<file path="config.mk">
export PLATFORM = sky130hd
export DESIGN_NAME = slim_soft_limiter
export DESIGN_NICKNAME = d
export VERILOG_FILES = /design/src/rtl/slim_pkg.sv /design/src/rtl/slim_knee_term.sv /design/src/rtl/slim_reduce.sv /design/src/rtl/slim_clip.sv /design/src/rtl/slim_soft_limiter.sv
export SDC_FILE = /design/constraint.sdc
export NUM_CORES = 1
export LEC_CHECK = 0
export CORE_UTILIZATION = 45
export CTS_BUF_LIST = sky130_fd_sc_hd__clkbuf_4 sky130_fd_sc_hd__clkbuf_8
export DETAILED_ROUTE_END_ITERATION = 10
export PLACE_DENSITY = 0.69
export SLEW_MARGIN = 20
export SYNTH_ARGS = -nofsm -noshare
export SYNTH_HDL_FRONTEND = slang
export SYNTH_SLANG_ARGS = --single-unit
</file>
<file path="constraint.sdc">
create_clock -name clk -period 17 [get_ports clk]
set_input_delay 3.4 -clock clk [delete_from_list [all_inputs] [get_ports clk]]
set_output_delay 3.4 -clock clk [all_outputs]
set_load 0.02 [all_outputs]
</file>
<file path="src/rtl/slim_pkg.sv">
package slim_pkg;
  localparam int SLIM_LUMA_W  = 10;
  localparam int SLIM_TILT_W  = 9;
  localparam int SLIM_SLOPE_W = 4;
  localparam int SLIM_CEIL_W  = 8;
  localparam int SLIM_FRAC_W  = 4;
  localparam int SLIM_N_KNEE  = 2;
endpackage

</file>
<file path="src/rtl/slim_knee_term.sv">
// One knee: slope times the excess of the input over the threshold.
module slim_knee_term #(
  parameter int LUMA_W  = slim_pkg::SLIM_LUMA_W,
  parameter int TILT_W  = slim_pkg::SLIM_TILT_W,
  parameter int SLOPE_W = slim_pkg::SLIM_SLOPE_W,
  localparam int PROD_W = LUMA_W + SLOPE_W
) (
  input  logic [LUMA_W-1:0]  luma,
  input  logic [TILT_W-1:0]  tilt,
  input  logic [SLOPE_W-1:0] slope,
  output logic [PROD_W-1:0]  term
);
  logic [LUMA_W-1:0] tilt_ext;
  logic [LUMA_W-1:0] excess;

  assign tilt_ext = LUMA_W'(tilt);
  assign excess   = (luma > tilt_ext) ? (luma - tilt_ext) : '0;
  assign term     = PROD_W'(excess) * PROD_W'(slope);
endmodule

</file>
<file path="src/rtl/slim_reduce.sv">
// Sums all knee terms, drops the fraction once, subtracts from the input,
// and floors at zero.
module slim_reduce #(
  parameter int LUMA_W  = slim_pkg::SLIM_LUMA_W,
  parameter int SLOPE_W = slim_pkg::SLIM_SLOPE_W,
  parameter int FRAC_W  = slim_pkg::SLIM_FRAC_W,
  parameter int N_KNEE  = slim_pkg::SLIM_N_KNEE,
  localparam int PROD_W = LUMA_W + SLOPE_W,
  localparam int SUM_W  = PROD_W + $clog2(N_KNEE)
) (
  input  logic [LUMA_W-1:0]              luma,
  input  logic [N_KNEE-1:0][PROD_W-1:0]  terms,
  output logic [LUMA_W-1:0]              shaped
);
  logic [SUM_W-1:0] acc;
  logic [SUM_W-1:0] cut;
  logic [SUM_W-1:0] luma_ext;

  always_comb begin
    acc = '0;
    for (int k = 0; k < N_KNEE; k++) begin
      acc = acc + SUM_W'(terms[k]);
    end
  end

  assign cut      = acc >> FRAC_W;
  assign luma_ext = SUM_W'(luma);
  assign shaped   = (cut >= luma_ext) ? '0 : LUMA_W'(luma_ext - cut);
endmodule

</file>
<file path="src/rtl/slim_clip.sv">
// Hard ceiling: the top bit of the ceiling is fixed at one, so it can
// never fall below half of its code range.
module slim_clip #(
  parameter int LUMA_W = slim_pkg::SLIM_LUMA_W,
  parameter int CEIL_W = slim_pkg::SLIM_CEIL_W
) (
  input  logic [LUMA_W-1:0] shaped,
  input  logic [CEIL_W-1:0] ceil_code,
  output logic [LUMA_W-1:0] clipped
);
  logic [LUMA_W-1:0] ceiling;

  assign ceiling = LUMA_W'({1'b1, ceil_code});
  assign clipped = (shaped > ceiling) ? ceiling : shaped;
endmodule

</file>
<file path="src/rtl/slim_soft_limiter.sv">
module slim_soft_limiter #(
  parameter int LUMA_W  = slim_pkg::SLIM_LUMA_W,
  parameter int TILT_W  = slim_pkg::SLIM_TILT_W,
  parameter int SLOPE_W = slim_pkg::SLIM_SLOPE_W,
  parameter int CEIL_W  = slim_pkg::SLIM_CEIL_W,
  parameter int FRAC_W  = slim_pkg::SLIM_FRAC_W,
  parameter int N_KNEE  = slim_pkg::SLIM_N_KNEE,
  localparam int PROD_W = LUMA_W + SLOPE_W
) (
  input  logic                       clk,
  input  logic                       rst,
  input  logic                       in_valid,
  input  logic [LUMA_W-1:0]          in_luma,
  input  logic [N_KNEE*TILT_W-1:0]   knee_tilt,
  input  logic [N_KNEE*SLOPE_W-1:0]  knee_slope,
  input  logic [CEIL_W-1:0]          ceil_code,
  output logic                       out_valid,
  output logic [LUMA_W-1:0]          out_luma
);
  logic [N_KNEE-1:0][PROD_W-1:0] terms;
  logic [LUMA_W-1:0]             shaped;
  logic [LUMA_W-1:0]             clipped;

  for (genvar k = 0; k < N_KNEE; k++) begin : g_knee
    slim_knee_term #(
      .LUMA_W (LUMA_W),
      .TILT_W (TILT_W),
      .SLOPE_W(SLOPE_W)
    ) u_knee (
      .luma (in_luma),
      .tilt (knee_tilt[k*TILT_W +: TILT_W]),
      .slope(knee_slope[k*SLOPE_W +: SLOPE_W]),
      .term (terms[k])
    );
  end

  slim_reduce #(
    .LUMA_W (LUMA_W),
    .SLOPE_W(SLOPE_W),
    .FRAC_W (FRAC_W),
    .N_KNEE (N_KNEE)
  ) u_reduce (
    .luma  (in_luma),
    .terms (terms),
    .shaped(shaped)
  );

  slim_clip #(
    .LUMA_W(LUMA_W),
    .CEIL_W(CEIL_W)
  ) u_clip (
    .shaped   (shaped),
    .ceil_code(ceil_code),
    .clipped  (clipped)
  );

  always_ff @(posedge clk) begin
    if (rst) begin
      out_valid <= 1'b0;
      out_luma  <= '0;
    end else begin
      out_valid <= in_valid;
      if (in_valid) begin
        out_luma <= clipped;
      end
    end
  end

  // Observation helpers for the checks below
  logic [LUMA_W-1:0] ceil_seen;
  logic              knees_quiet;

  assign ceil_seen = LUMA_W'({1'b1, ceil_code});

  always_comb begin
    knees_quiet = 1'b1;
    for (int k = 0; k < N_KNEE; k++) begin
      if ((in_luma > LUMA_W'(knee_tilt[k*TILT_W +: TILT_W])) &&
          (knee_slope[k*SLOPE_W +: SLOPE_W] != '0)) begin
        knees_quiet = 1'b0;
      end
    end
  end

  AST_VALID_FOLLOWS: assert property (@(posedge clk) disable iff (rst)
    in_valid |=> out_valid);
  AST_VALID_DROPS: assert property (@(posedge clk) disable iff (rst)
    !in_valid |=> !out_valid);
  AST_HOLD_IDLE: assert property (@(posedge clk) disable iff (rst)
    !in_valid |=> $stable(out_luma));
  AST_UNITY_BELOW: assert property (@(posedge clk) disable iff (rst)
    (in_valid && knees_quiet && (in_luma <= ceil_seen))
      |=> (out_luma == $past(in_luma)));
  AST_CEILING: assert property (@(posedge clk) disable iff (rst)
    out_valid |-> (out_luma <= $past(ceil_seen)));
  AST_NO_GAIN: assert property (@(posedge clk) disable iff (rst)
    out_valid |-> (out_luma <= $past(in_luma)));
endmodule

</file>
* Yosys cells after proc, flatten, opt, wreduce, memory -nomap -nowiden
Index checks and enable logic that the tools add are counted.
** Word-level totals
- Bits in read-only memories :: 0
- Memories kept :: 0
- Output and inout bits :: 11
- Bits in latches :: 0
- Bits in registers :: 11
- Logic and storage cells :: 16
- Bits in writable memories :: 0
** Operators by class
- $lt $le $gt $ge :: 4
- Div/mod/pow operators :: 0
- Bitwise operators :: 0
- Shifts and indexed selects :: 0
- Multipliers :: 2
- Eq/ne operators :: 0
- Reduce and logical (&&, ||, !) cells :: 0
- Muxes and demuxes :: 4
- Add/sub/neg operators :: 4
** Operators with widths (count)
- 10-bit two-way mux :: 4
- 10-bit by 9-bit greater-than comparator with 1-bit output :: 3
- 10-bit by 4-bit multiplier with 14-bit output :: 2
- 10-bit by 9-bit subtractor with 10-bit output :: 2
- 14-bit by 14-bit adder with 15-bit output :: 1
- 11-bit by 10-bit >= comparator with 1-bit output :: 1
- 10-bit subtractor :: 1

* Logic depth before layout (Yosys ltp)
- Depth in word-level cells :: 8
- Depth in mapped cells :: 46

* Modules after synthesis
From an unflattened synthesis, not the netlist that was laid out.
** Unflattened totals
- Cell total of the unflattened synthesis :: 699
- Area total of the unflattened synthesis :: 5440.2 um^2
** By module, submodules not included
- slim_knee_term (g_knee[0].u_knee) :: instances 1, sequential area each 0.0 um^2, area an instance 1800.5 um^2, cells each 238
- slim_knee_term (g_knee[1].u_knee) :: instances 1, sequential area each 0.0 um^2, area an instance 1752.9 um^2, cells each 227
- slim_reduce :: instances 1, sequential area each 0.0 um^2, area an instance 1168.6 um^2, cells each 158
- slim_soft_limiter :: instances 1, sequential area each 220.2 um^2, area an instance 380.4 um^2, cells each 34
- slim_clip :: instances 1, sequential area each 0.0 um^2, area an instance 337.8 um^2, cells each 42

* Worst setup path before layout
Ideal clock, no wire load.
- Path kind :: input port to flip-flop
- From :: in in_luma[0]
- To :: reg out_luma[2]
- Setup slack :: 4.995 ns
- Arrival time :: 11.888 ns
- Data required time :: 16.883 ns
- Cell stages on the path :: 41
- Buffers on the path :: 2
- Cell sequence :: inv_1 > ha_1 > inv_1 > fa_1 > nand3_1 > a211oi_1 > nor2_1 > or2_2 > clkbuf_1 > nor3_1 > and2_1 > fa_1 > fa_1 > fa_1 > inv_1 > fa_1 > inv_1 > ha_1 > [5 not listed] > ha_1 > nand2_1 > nor2_1 > o21ai_0 > o21ai_0 > a21oi_1 > nor2_1 > nor3_4 > buf_6 > and2_1 > ha_1 > o21a_1 > o21ai_0 > a21oi_1 > nor3_1 > o41ai_4 > mux2_2 > a32o_1
** On the way
- Cells in the longest elaborated chain, start to end :: 8
- Elaborated cells between the ends (all ways) :: 14
** Ends and longest elaborated chain
- start: declaration :: line slim_soft_limiter.sv:13 : input logic [LUMA_W-1:0] in_luma,
- 10-bit by 9-bit subtractor with 10-bit output or 10-bit by 9-bit greater-than comparator with 1-bit output (tied branches)
- 10-bit two-way mux :: line slim_knee_term.sv:17 : assign excess = (luma > tilt_ext) ? (luma - tilt_ext) : '0;
- 10-bit by 4-bit multiplier with 14-bit output :: line slim_knee_term.sv:18 : assign term = PROD_W'(excess) * PROD_W'(slope);
- 14-bit by 14-bit adder with 15-bit output :: line slim_reduce.sv:22 : acc = acc + SUM_W'(terms[k]);
- 10-bit subtractor or 11-bit by 10-bit >= comparator with 1-bit output (tied branches) :: line slim_reduce.sv:28 : assign shaped = (cut >= luma_ext) ? '0 : LUMA_W'(luma_ext - cut);
- 10-bit two-way mux * :: line slim_reduce.sv:28
- 10-bit by 9-bit greater-than comparator with 1-bit output :: line slim_clip.sv:14 : assign clipped = (shaped > ceiling) ? ceiling : shaped;
- 10-bit two-way mux * :: line slim_clip.sv:14
- end signal: assignment :: line slim_soft_limiter.sv:64 : out_luma <= clipped;
- end: declaration :: line slim_soft_limiter.sv:18 : output logic [LUMA_W-1:0] out_luma
Mark *: on every way between the ends. The rest lies on a longest branch, timed or not.
A chain may end at the register's enable or synchronous reset.

* Worst setup path after layout
- From :: in in_luma[0]
- To :: reg out_luma[3]
The elaborated chain is that of the path after synthesis.

==> run_summary.xml <==
<?xml version="1.0" encoding="UTF-8"?>
<metrics>
  <group name="worst_setup_path">
    <metric name="worst-endpoint-required" unit="ns">17.13</metric>
    <metric name="cp_max_fo" unit="">16</metric>
    <metric name="critical_path.startpoint_type" unit="">input pin</metric>
    <metric name="slowest_stage" unit="">fa_1</metric>
    <metric name="cp.arrival" unit="ns">13.44</metric>
    <metric name="critical_path.reg2reg.startpoint" unit="">out_luma[3]</metric>
    <metric name="setup.worst_path.end_class" unit="">flip-flop</metric>
    <metric name="critical_path_class" unit="">input pin to flip-flop</metric>
    <metric name="max_stage_delay" unit="ns">0.55</metric>
    <metric name="worst_path_most_repeated_cell" unit="">fa_1</metric>
    <metric name="worst_setup_path_startpoint" unit="">in_luma[0]</metric>
  </group>
  <group name="sta">
    <metric name="max_slew.worst_pin.slew" unit="ns">0.732</metric>
    <metric name="timing.setup.tns" unit="ns">0</metric>
    <metric name="max_clock_freq" unit="MHz">75.2</metric>
    <metric name="final.period_utilization" unit="%">78.3</metric>
    <metric name="fin_skew" unit="ns">0</metric>
    <metric name="timing.final.hold_violations" unit="">0</metric>
    <metric name="final_max_slew_viol_count" unit="">0</metric>
    <metric name="whs" unit="ns">0.463</metric>
    <metric name="setup_viol_count_final" unit="">0</metric>
    <metric name="finalCriticalPeriod" unit="ns">13.30</metric>
    <metric name="slew_headroom" unit="%">51.0</metric>
    <metric name="unrepaired_setup_endpoints_after_global_routing" unit="">no</metric>
  </group>
  <group name="clock_network">
    <metric name="cts_inserted_buffers" unit="">3</metric>
    <metric name="cts_root_buf" unit="">clkbuf_8</metric>
    <metric name="holdBufCountCts" unit="">0</metric>
    <metric name="htreeDepth" unit="">1</metric>
    <metric name="clock_latency" unit="ns">0.24</metric>
    <metric name="cts_tree" unit="">yes</metric>
    <metric name="post_cts_buffers" unit="">0</metric>
    <metric name="clockBufferDepth" unit="">2</metric>
    <metric name="clkSlewWorstSetupHoldPaths" unit="ns">0.05</metric>
    <metric name="cts-resized-gates" unit="">0</metric>
    <metric name="clock_sink_count" unit="">11</metric>
  </group>
  <group name="placement">
    <metric name="place.port_buffers" unit="">57</metric>
    <metric name="routabilityCongestion" unit="">0.855</metric>
    <metric name="placed_cell_area" unit="um^2">5520</metric>
    <metric name="place.detailed.hpwl" unit="um">10600</metric>
    <metric name="placedCellCount" unit="">776</metric>
  </group>
  <group name="logic_synthesis">
    <metric name="library_cell_occupying_the_most_area_in_the_post_synthesis_netlist" unit="">fa_1</metric>
    <metric name="post_synth_edffs" unit="">0</metric>
    <metric name="synth-compound-area-share" unit="%">14.2</metric>
    <metric name="postSynthAreaPerCell" unit="um^2">8.13</metric>
    <metric name="ys.warnings.count" unit="">0</metric>
    <metric name="post_synth_and_or_nand_nor_area_fraction" unit="%">21.8</metric>
    <metric name="async_reset_ff_share" unit="%">0</metric>
    <metric name="seq_area_frac_synth" unit="%">4.55</metric>
    <metric name="post_synth_xor_area_fraction" unit="%">4.88</metric>
    <metric name="syn-instance-count" unit="">596</metric>
    <metric name="main_combinational_cell_family_by_area_after_synthesis" unit="">adder cells</metric>
    <metric name="synth-adder-area-share" unit="%">41.0</metric>
    <metric name="synth_ff_type" unit="">dfxtp_1</metric>
    <metric name="synth.top_cell.area_share" unit="%">23.1</metric>
    <metric name="cell_area_after_synthesis" unit="um^2">4840</metric>
    <metric name="yosys-top-cells-area" unit="">fa_1 23%, ha_1 18%, inv_1 8.7%, and2_1 8.5%, dfxtp_1 4.5%</metric>
    <metric name="netlist-cell-type-count" unit="">53</metric>
    <metric name="postSynthRegisterBits" unit="">11</metric>
    <metric name="postSynthNetCount" unit="">768</metric>
    <metric name="synth_mux_area_share" unit="%">3.49</metric>
  </group>
  <group name="status">
    <metric name="status" unit="">finished, final reports clean</metric>
  </group>
  <group name="die">
    <metric name="die_height" unit="um">106</metric>
    <metric name="die-width" unit="um">106</metric>
    <metric name="floorplan.initialDensity" unit="%">46.7</metric>
    <metric name="io_pins" unit="">58</metric>
    <metric name="core_region_area" unit="um^2">10400</metric>
    <metric name="core.rowCount" unit="">37</metric>
    <metric name="die_area" unit="um^2">11200</metric>
  </group>
  <group name="global_route">
    <metric name="largest_net_degree_at_the_start_of_global_routing" unit="">17</metric>
    <metric name="first_global_vias" unit="">4140</metric>
    <metric name="overflow" unit="">0</metric>
    <metric name="grt_antenna_before_repair" unit="">0</metric>
    <metric name="globalRouteTotalUtil" unit="%">23.0</metric>
    <metric name="global_route_wire_length_before_repair" unit="um">20500</metric>
  </group>
  <group name="detailed_routing">
    <metric name="route.detailed.vias_per_inst" unit="">5.33</metric>
    <metric name="drtPass1Iterations" unit="">5</metric>
    <metric name="routed-via-count" unit="">4156</metric>
    <metric name="routed_wl" unit="um">12200</metric>
    <metric name="route.detailed.drc" unit="">0</metric>
    <metric name="wl_per_cell" unit="um">15.6</metric>
    <metric name="drt-initial-drc-count" unit="">220</metric>
    <metric name="antenna_violating_nets_post_route" unit="">0</metric>
  </group>
  <group name="finish">
    <metric name="final_layout_size_suffix_gt1_share" unit="%">3.73</metric>
    <metric name="layout-area-overhead-vs-synth" unit="%">15.0</metric>
    <metric name="n_antenna_cell" unit="">0</metric>
    <metric name="final_instance_count_excl_fillers" unit="">780</metric>
    <metric name="post-route-cell-area" unit="um^2">5570</metric>
    <metric name="layout.nets" unit="">817</metric>
  </group>
  <group name="run">
    <metric name="cap_violations" unit="">0</metric>
  </group>
  <group name="worst_hold_path">
    <metric name="min_path_type" unit="">flip-flop to flip-flop</metric>
    <metric name="worst_hold_startpoint" unit="">out_luma[7]</metric>
  </group>
</metrics>
[area by class of cell]
cell class / count / area (um^2)
fill: 1007 / 4800
inverter: 113 / 424
sequential: 11 / 220
clock buffer: 4 / 48.8
multi-input combinational: 459 / 4140
tap: 136 / 170
timing repair buffer: 57 / 571
[path summary, 6_finish.rpt]
check / end / slack, ns / depth (start not counted)
worst max-delay path: out_luma[3] / 3.70 / 41
worst min-delay path: out_luma[7] / 0.46 / 1
worst max register to register: out_luma[3] / 16.37 / 1
worst min register to register: out_luma[7] / 0.46 / 1
[worst max-delay path, delay by kind of cell]
family	cells	cell delay [ns]
adders and majority gates	9	3.42
buffers and inverters	5	0.76
muxes	1	0.33
AOI/OAI and AO/OA	14	2.90
xor gates and xnor gates	1	0.17
and+or+nand+nor	11	2.45
[per-stage QoR]
stage | worst slack [ns] | util (%)
2_1_floorplan | 4.99 | -
3_3_place_gp | 3.64 | 53.2
3_5_place_dp | 3.52 | 53.2
4_1_cts | 3.74 | 53.7
5_1_grt | 3.02 | 53.7
6_report | 3.70 | 53.7
[placed cells by master, fill, tap and decap left out, types with 2 or more instances in the layout]
cell type / Yosys / layout
and3_1: 7 / 7
nor2b_1: 5 / 5
mux2_2: 7 / 7
a21o_1: 12 / 12
nor2_1: 31 / 31
xor2_1: 10 / 10
and2_1: 66 / 66
nand2b_1: 4 / 4
or2_2: 3 / 3
fa_1: 56 / 56
nand3_1: 15 / 15
dfxtp_1: 11 / 11
nand4_1: 4 / 4
nor3b_1: 2 / 2
o211ai_1: 5 / 5
nand2_1: 38 / 38
o21ai_0: 16 / 16
clkdlybuf4s50_1: 0 / 57
nor3_1: 11 / 11
nand4b_1: 2 / 2
mux2i_1: 9 / 9
clkbuf_8: 0 / 3
nor4_1: 3 / 3
o21ai_1: 2 / 2
a32o_1: 9 / 9
ha_1: 69 / 69
a21boi_0: 3 / 3
a21oi_1: 24 / 24
xnor2_1: 17 / 17
inv_1: 112 / 112
o311a_1: 2 / 2
a211oi_1: 5 / 5
o21a_1: 3 / 3
[synth_stat cells, drive strengths merged, types with 11 or more instances]
library cell  number
and2              66
ha                69
a21oi             24
clkbuf            11
inv              112
dfxtp             11
xnor2             17
nand2             38
fa                56
o21ai             19
nand3             15
nor3              12
a21o              12
nor2              32
[cell families (layout without fill, tap and decap cells)]
| logic type | after synthesis | count (layout) |
|---|---|---|
| AOI/OAI and AO/OA | 94 | 94 |
| buffers and inverters | 126 | 174 |
| muxes | 16 | 16 |
| adders and majority gates | 125 | 125 |
| DFF | 11 | 11 |
| xor gates and xnor gates | 27 | 27 |
| and+or+nand+nor | 197 | 197 |
[flip-flops by register name, summed over array words and instances (netlist names)]
signal,count
out_luma,10
out_valid,1
[routing by layer]
layer  up-vias  share of wire (%)  track usage (%)
met5         -                  0                0
met4         0                1.5             4.27
met3        12                3.4             1.42
met2        94                 45             36.6
met1      1998                 50             34.3
li1       2052                  -                -
Power is not shown: default switching activity piles up to over one toggle a cycle in this logic, so the estimate is an artifact.
